**src/rtl/flash_guard_pkg.sv**
```systemverilog
package flash_guard_pkg;
  localparam int CAUSE_W = 3;

  typedef enum logic [CAUSE_W-1:0] {
    CAUSE_NONE   = 3'd0,
    CAUSE_WRITE  = 3'd1,
    CAUSE_CONST  = 3'd2,
    CAUSE_FETCH  = 3'd3,
    CAUSE_SECURE = 3'd4,
    CAUSE_SUPPLY = 3'd5
  } cause_e;

  // Condition strobes from the datapath to the control
  typedef struct packed {
    logic wrHigh;
    logic constHigh;
    logic fetchHigh;
    logic secHit;
    logic supplyHit;
  } hit_t;
endpackage

```
**src/rtl/flash_guard_dp.sv**
```systemverilog
module flash_guard_dp
  import flash_guard_pkg::*;
#(
  parameter int ADDR_W = 16
) (
  input  logic              wrStrobe,
  input  logic              wrEnMode,
  input  logic              constRdStrobe,
  input  logic              fetchStrobe,
  input  logic [ADDR_W-1:0] accAddr,
  input  logic [ADDR_W-1:0] lockAddr,
  input  logic              secBlock,
  input  logic              supplyOn,
  output hit_t              hits
);
  logic aboveLock;
  logic flashWrite;
  logic anyFlash;

  // unsigned, strictly greater: the lock address itself is legal
  assign aboveLock  = accAddr > lockAddr;
  assign flashWrite = wrStrobe & wrEnMode;
  assign anyFlash   = flashWrite | constRdStrobe | fetchStrobe;

  always_comb begin
    hits.wrHigh    = flashWrite & aboveLock;
    hits.constHigh = constRdStrobe & aboveLock;
    hits.fetchHigh = fetchStrobe & aboveLock;
    hits.secHit    = anyFlash & secBlock;
    hits.supplyHit = flashWrite & ~supplyOn;
  end
endmodule

```
**src/rtl/flash_guard_ctl.sv**
```systemverilog
module flash_guard_ctl
  import flash_guard_pkg::*;
(
  input  logic               clk,
  input  logic               rstN,
  input  hit_t               hits,
  output logic               violPulse,
  output logic [CAUSE_W-1:0] violCause
);
  cause_e nextCause;

  // lowest code wins
  always_comb begin
    if (hits.wrHigh)         nextCause = CAUSE_WRITE;
    else if (hits.constHigh) nextCause = CAUSE_CONST;
    else if (hits.fetchHigh) nextCause = CAUSE_FETCH;
    else if (hits.secHit)    nextCause = CAUSE_SECURE;
    else if (hits.supplyHit) nextCause = CAUSE_SUPPLY;
    else                     nextCause = CAUSE_NONE;
  end

  always_ff @(posedge clk) begin
    if (!rstN) begin
      violPulse <= 1'b0;
      violCause <= '0;
    end else begin
      violPulse <= (nextCause != CAUSE_NONE);
      violCause <= nextCause;
    end
  end
endmodule

```
**src/rtl/flash_guard.sv**
```systemverilog
module flash_guard
  import flash_guard_pkg::*;
#(
  parameter int ADDR_W = 16
) (
  input  logic              clk,
  input  logic              rstN,
  input  logic              wrStrobe,
  input  logic              wrEnMode,
  input  logic              constRdStrobe,
  input  logic              fetchStrobe,
  input  logic [ADDR_W-1:0] accAddr,
  input  logic [ADDR_W-1:0] lockAddr,
  input  logic              secBlock,
  input  logic              supplyOn,
  output logic              violPulse,
  output logic [2:0]        violCause
);
  hit_t hits;

  flash_guard_dp #(.ADDR_W(ADDR_W)) u_dp (
    .wrStrobe(wrStrobe), .wrEnMode(wrEnMode), .constRdStrobe(constRdStrobe),
    .fetchStrobe(fetchStrobe), .accAddr(accAddr), .lockAddr(lockAddr),
    .secBlock(secBlock), .supplyOn(supplyOn), .hits(hits)
  );

  flash_guard_ctl u_ctl (
    .clk(clk), .rstN(rstN), .hits(hits),
    .violPulse(violPulse), .violCause(violCause)
  );
endmodule

```
**config.mk**
```make
export PLATFORM = sky130hd
export DESIGN_NAME = flash_guard
export DESIGN_NICKNAME = d
export VERILOG_FILES = /design/src/rtl/flash_guard_pkg.sv /design/src/rtl/flash_guard_dp.sv /design/src/rtl/flash_guard_ctl.sv /design/src/rtl/flash_guard.sv
export SDC_FILE = /design/constraint.sdc
export NUM_CORES = 1
export LEC_CHECK = 0
export BUFFER_PORTS_ARGS = -buffer_cell sky130_fd_sc_hd__buf_2
export CAP_MARGIN = 20
export CORE_AREA = 2 2 41 43
export DETAILED_ROUTE_END_ITERATION = 6
export DIE_AREA = 0 0 43 45
export PLACE_DENSITY = 0.84
export SLEW_MARGIN = 25
export SYNTH_ARGS = -nofsm -noshare
export SYNTH_HDL_FRONTEND = slang
export SYNTH_SLANG_ARGS = --single-unit
```
**constraint.sdc**
```tcl
create_clock -name clk -period 4.4 [get_ports clk]
set_input_delay 0 -clock clk [delete_from_list [all_inputs] [get_ports clk]]
set_output_delay 0 -clock clk [all_outputs]
set_load 0.005 [all_outputs]
```
==> results.py, run 1 <==
metrics = {
    "die": {
        "io_pins": 44,
        "fp.coreArea_sq_um": 1470,
        "die_y_um": 45,
        "rows": 14,
        "fp.dieArea_sq_um": 1940,
        "fp.dieW_um": 43,
        "start_util_pct": 38.9,
    },
    "global_route": {
        "grtUsageMet3_pct": 1.60,
        "grt-ovfl-total": 0,
        "grt_busiest_layer": "met2",
        "grt_use_total_pct": 15.5,
        "grt_max_degree": 7,
        "grtUsageMet1_pct": 16.3,
        "antenna_found_initial": 0,
        "met2_usage_pct": 30.3,
        "grt_pass1_vias": 664,
        "grt_pass1_wl_um": 2360,
    },
    "cells_and_area": {
        "nNetsFinal": 179,
        "diodes": 0,
        "multi_input_area_sq_um": 433,
        "instances_no_fill": 137,
        "nFillCells": 150,
        "drive_above_1_share_pct": 38.8,
        "register_area_sq_um": 80.1,
        "layout_common_cells": "buf_2 (43), inv_1 (16), ha_1 (16)",
        "final_common_cell": "buf_2",
        "area_growth_pct": 45.0,
    },
    "routing": {
        "drt-total-wl_um": 1330,
        "drc": 0,
        "avgViaCountPerCell": 4.96,
        "ant_nets": 0,
        "drtIter0Drc": 2,
        "num_vias": 680,
        "wire_per_inst_um": 9.72,
        "drt_first_pass_iters": 2,
    },
    "run": {
        "maxCapViolCount": 0,
    },
    "critical_path": {
        "required_ns": 4.51,
        "end_kind": "register",
        "path_class": "input pin to register",
        "cp.arrival_ns": 1.65,
        "cp-start-kind": "input pin",
        "critPathMaxFanout": 3,
    },
    "synthesis": {
        "synth_seq_cells": 4,
        "syn_inst": 75,
        "syn_nets": 131,
        "syn_area_sq_um": 573,
        "synth_cell_type_count": 24,
        "yosys_warnings": 0,
        "ys_seq_area_share_pct": 14.0,
        "post_synth.cell_area_avg_sq_um": 7.64,
    },
    "timing": {
        "period_needed_ns": 1.54,
        "tightest_slew_ns": 0.482,
        "rsz0062_at_grt": "false",
        "relSlewSlack_pct": 67.5,
        "maxSlewViolCount": 0,
        "finalSetupTns_ns": 0,
        "fmax_ghz": 0.651,
        "hold_viol": 0,
        "min_period_over_period_pct": 34.9,
        "setup_violations": 0,
    },
    "status": {
        "status": "finished, final reports clean",
    },
    "clocking": {
        "cts_setup_buffers": 0,
        "cts_buffers": 3,
        "cts_tree": "done",
        "post_cts_resized": 0,
        "cts_hold_buf": 0,
        "clk_path_buf_depth": 2,
        "htreeDepth": 1,
        "clk_pin_slew_ns": 0.04,
        "cts_root_buf": "clkbuf_4",
        "cts_sinks": 4,
    },
    "place": {
        "place_congestion": 0.774,
        "placed_cells": 134,
        "dp_hpwl_um": 1200,
        "portBuffers": 43,
    },
    "min_path": {
        "min_path_type": "input pin to register",
    },
    "power": {
        "p_leak_uw": 0.000497,
        "cellPowerDensity_nw_per_um2": 172,
        "ir_drop_uv": 69.5,
    },
}
## worst paths after layout
kind	start	to	slack [ns]	depth (start not counted)
setup / recovery	accAddr[14]	u_ctl.violPulse	2.86	7
hold / removal	rstN	u_ctl.violCause[0]	0.07	2
## per-layer routing
layer / vias up / wire length, um
li1: 362 / -
met1: 288 / 522
met2: 28 / 682
met3: 2 / 113
met4: 0 / 12
met5: - / 0
## cells by family (layout without fill, tap and decap cells)
| group | Yosys count | after routing | synth area share (%) |
|---|---|---|---|
| compound gates | 16 | 16 | 18.3 |
| fa+ha+maj | 16 | 16 | 34.9 |
| buf+inv | 16 | 62 | 10.5 |
| flops | 4 | 4 | 14.0 |
| simple gates | 23 | 23 | 22.3 |
## final cells by class
| cell class | count | share of cell area (%) |
|---|---|---|
| clock buffer | 3 | 2.71 |
| sequential | 4 | 9.64 |
| inverter | 16 | 7.23 |
| timing repair buffer | 43 | 25.9 |
| tap | 16 | 2.41 |
| multi-input combinational | 55 | 52.1 |
## where the power goes
part | switching, uW | internal, uW | leakage [uW]
Combinational | 27.2 | 31.5 | 0.000450
Clock | 13.9 | 30.4 | 0.0000138
Sequential | 0.549 | 39.2 | 0.0000330
## metrics by stage
step / hold slack, ns / cell area, sq um / total power, uW / setup WS [ns] / utilization, %
finish: 0.0660 / 831 / 143 / 2.86 / 56.5
global route: 0.0742 / 831 / 157 / 2.71 / 56.5
CTS: 0.0540 / 831 / 147 / 2.87 / 56.5
detailed placement: 0.300 / 808 / 99.2 / 2.63 / 54.9
global placement: 0.290 / 808 / 96.8 / 2.69 / 54.9
floorplan: 0.139 / 573 / 72.1 / 2.86 / -
## sequential cells by signal, summed over array words and instances, names as in the netlist
signal and count:
u_ctl.violCause 3, u_ctl.violPulse 1
## synthesized netlist by cell type
master / number / area, sq um
nor3b_1: 2 / 15.0
nor3_1: 1 / 5.00
o211ai_1: 1 / 7.51
nand4_1: 4 / 25.0
nand2b_1: 1 / 6.26
nor2_1: 3 / 11.3
nor4_1: 1 / 6.26
o21ai_0: 2 / 10.0
a311oi_1: 1 / 8.76
nor2b_1: 1 / 6.26
a221oi_1: 1 / 8.76
inv_1: 16 / 60.1
nand3_1: 2 / 10.0
a221o_1: 1 / 10.0
nand2_1: 5 / 18.8
nand3b_1: 1 / 7.51
o311a_2: 1 / 11.3
ha_1: 16 / 200
a21oi_1: 7 / 35.0
dfxtp_1: 4 / 80.1
and4b_1: 1 / 10.0
a21o_1: 1 / 7.51
or3_1: 1 / 6.26
a31oi_1: 1 / 6.26
## worst max-delay path, stage by stage
cell	delay [ns]
buf_2	0.10
ha_1	0.31
a21oi_1	0.15
nand2_1	0.06
a221oi_1	0.41
a31oi_1	0.20
o311a_2	0.41
Power figures use the tool's default switching activity.
==> inputs of run 2 (changes only) <==
--- a/config.mk
+++ b/config.mk
@@ -7,10 +7,10 @@
 export LEC_CHECK = 0
 export BUFFER_PORTS_ARGS = -buffer_cell sky130_fd_sc_hd__buf_2
 export CAP_MARGIN = 20
-export CORE_AREA = 2 2 41 43
+export CORE_AREA = 2 2 42 44
 export DETAILED_ROUTE_END_ITERATION = 6
-export DIE_AREA = 0 0 43 45
-export PLACE_DENSITY = 0.84
+export DIE_AREA = 0 0 44 46
+export PLACE_DENSITY = 0.81
 export SLEW_MARGIN = 25
 export SYNTH_ARGS = -nofsm -noshare
 export SYNTH_HDL_FRONTEND = slang
==> constraint.sdc (replaced) <==
create_clock -name clk -period 1.6 [get_ports clk]
set_input_delay 0 -clock clk [delete_from_list [all_inputs] [get_ports clk]]
set_output_delay 0 -clock clk [all_outputs]
set_load 0.005 [all_outputs]
==> run 2 against run 1 <==
Compared with the run above:
- setup slack lost 2.7 ns
- critical path depth is the same
- count of clock-buffer cells in the layout is the same
- die area grew 4.6%
- flip-flop and latch count is the same
- first-iteration DRC count grew to 2.5 times the previous value
- sequential power grew to 2.7 times the previous value
- non-clock buffer count grew 4
- via count grew 2.4%
==> results.py, run 2 (synthesized netlist as in run 1, its figures left out) <==
metrics = {
    "global_route": {
        "grt_use_total_pct": 14.9,
        "grt_pass1_vias": 646,
        "grt-ovfl-total": 0,
        "grt_max_degree": 7,
        "grt_pass1_wl_um": 2290,
        "antenna_found_initial": 0,
    },
    "power": {
        "p_leak_uw": 0.000517,
        "cellPowerDensity_nw_per_um2": 465,
        "ir_drop_uv": 211,
        "p_total_uw": 407,
    },
    "cells_and_area": {
        "final_common_cell": "buf_2",
        "top_register": "u_ctl.violCause",
        "diodes": 0,
        "design_area_sq_um": 875,
        "reg.largest.list": "u_ctl.violCause x3, u_ctl.violPulse x1",
        "drive_above_1_share_pct": 42.4,
        "largest_reg_flops": 3,
        "layout_common_cells": "buf_2 (43), inv_1 (16), ha_1 (16)",
        "area_growth_pct": 52.6,
        "nNetsFinal": 183,
    },
    "die": {
        "start_util_pct": 35.5,
        "io_pins": 44,
        "fp.coreArea_sq_um": 1610,
        "fp.dieArea_sq_um": 2020,
        "fp.dieW_um": 44,
        "rows": 15,
        "die_y_um": 46,
    },
    "place": {
        "place_congestion": 0.693,
        "portBuffers": 43,
        "detailedPlace.worstSlack_ns": -0.103,
        "place_area_sq_um": 840,
        "dp_hpwl_um": 1230,
    },
    "timing": {
        "period_needed_ns": 1.48,
        "maxSlewViolCount": 0,
        "relSlewSlack_pct": 75.3,
        "setup_violations": 0,
        "hold_viol": 0,
        "rsz0062_at_grt": "false",
        "tightest_slew_ns": 0.370,
        "whs_ns": 0.0525,
        "worst_slack_ns": 0.124,
        "min_period_over_period_pct": 92.2,
        "finalSetupTns_ns": 0,
        "fmax_ghz": 0.678,
    },
    "critical_path": {
        "end_kind": "register",
        "crit_end": "u_ctl.violPulse",
        "crit_start": "accAddr[14]",
        "cp-start-kind": "input pin",
        "cp.arrival_ns": 1.59,
        "required_ns": 1.72,
        "critPathMaxFanout": 3,
        "path_class": "input pin to register",
    },
    "routing": {
        "drtIter0Drc": 5,
        "avgViaCountPerCell": 4.90,
        "ant_nets": 0,
        "drt-total-wl_um": 1340,
        "drt_first_pass_iters": 4,
        "wire_per_inst_um": 9.42,
        "drc": 0,
        "num_vias": 696,
    },
    "run": {
        "maxCapViolCount": 0,
    },
    "clocking": {
        "clk_path_buf_depth": 2,
        "clk_pin_slew_ns": 0.04,
        "cts_buffers": 3,
        "cts_root_buf": "clkbuf_4",
        "cts_sinks": 4,
        "htreeDepth": 1,
        "cts_tree": "done",
    },
    "status": {
        "status": "finished, final reports clean",
    },
    "min_path": {
        "min_path_type": "input pin to register",
    },
}
run 2: cell count changes in the layout (fill, tap and decap cells not counted), sizes merged:
cell,previous run,this run
buf,43,47
run 2: final cells by class:
class / count / area (sq um)
clock buffer: 3 / 22.5
tap: 17 / 21.3
timing repair buffer: 47 / 245
inverter: 16 / 60.1
multi-input combinational: 55 / 445
sequential: 4 / 80.1
fill: 155 / 739
run 2: report_power, final:
| group | internal (uW) | total, uW | switching [uW] |
|---|---|---|---|
| Clock | 83.7 | 123 | 39.5 |
| Combinational | 96.7 | 174 | 77.6 |
| Sequential | 108 | 109 | 1.44 |
run 2: critical path: stages:
cell	delay (ns)
buf_2	0.10
ha_1	0.31
a21oi_1	0.15
nand2_1	0.06
a221oi_1	0.39
a31oi_2	0.18
o311a_2	0.40
run 2: metal layers:
metal,global-route usage [%],share of wire [%]
met2,28.2,52
met1,15.9,39
met5,0,0
met4,9.09,1.9
met3,1.19,7.3
run 2: worst min-delay path by stage:
stage / start / end / slack [ns] / cells after the start
2_1_floorplan: rstN / u_ctl.violCause[0] / 0.14 / 1
3_3_place_gp: rstN / u_ctl.violPulse / 0.29 / 2
3_5_place_dp: rstN / u_ctl.violPulse / 0.30 / 2
4_1_cts: rstN / u_ctl.violPulse / 0.05 / 2
5_1_grt: rstN / u_ctl.violPulse / 0.06 / 2
6_report: rstN / u_ctl.violPulse / 0.05 / 2
run 2: repair_timing:
item | in CTS | in global routing
resized for setup | 0 | 2
setup buffers | 0 | 0
hold endpoints to repair | 0 | 0
hold buffers | 0 | 0
endpoints found under the setup margin | 0 | 2
run 2: stage by stage:
stage / cells / util (%)
final: 142 / 54.2
after global routing: 142 / 54.2
after CTS: 142 / 53.4
after detailed placement: 139 / 52.0
after global placement: 139 / 52.0
after floorplan: 75 / -
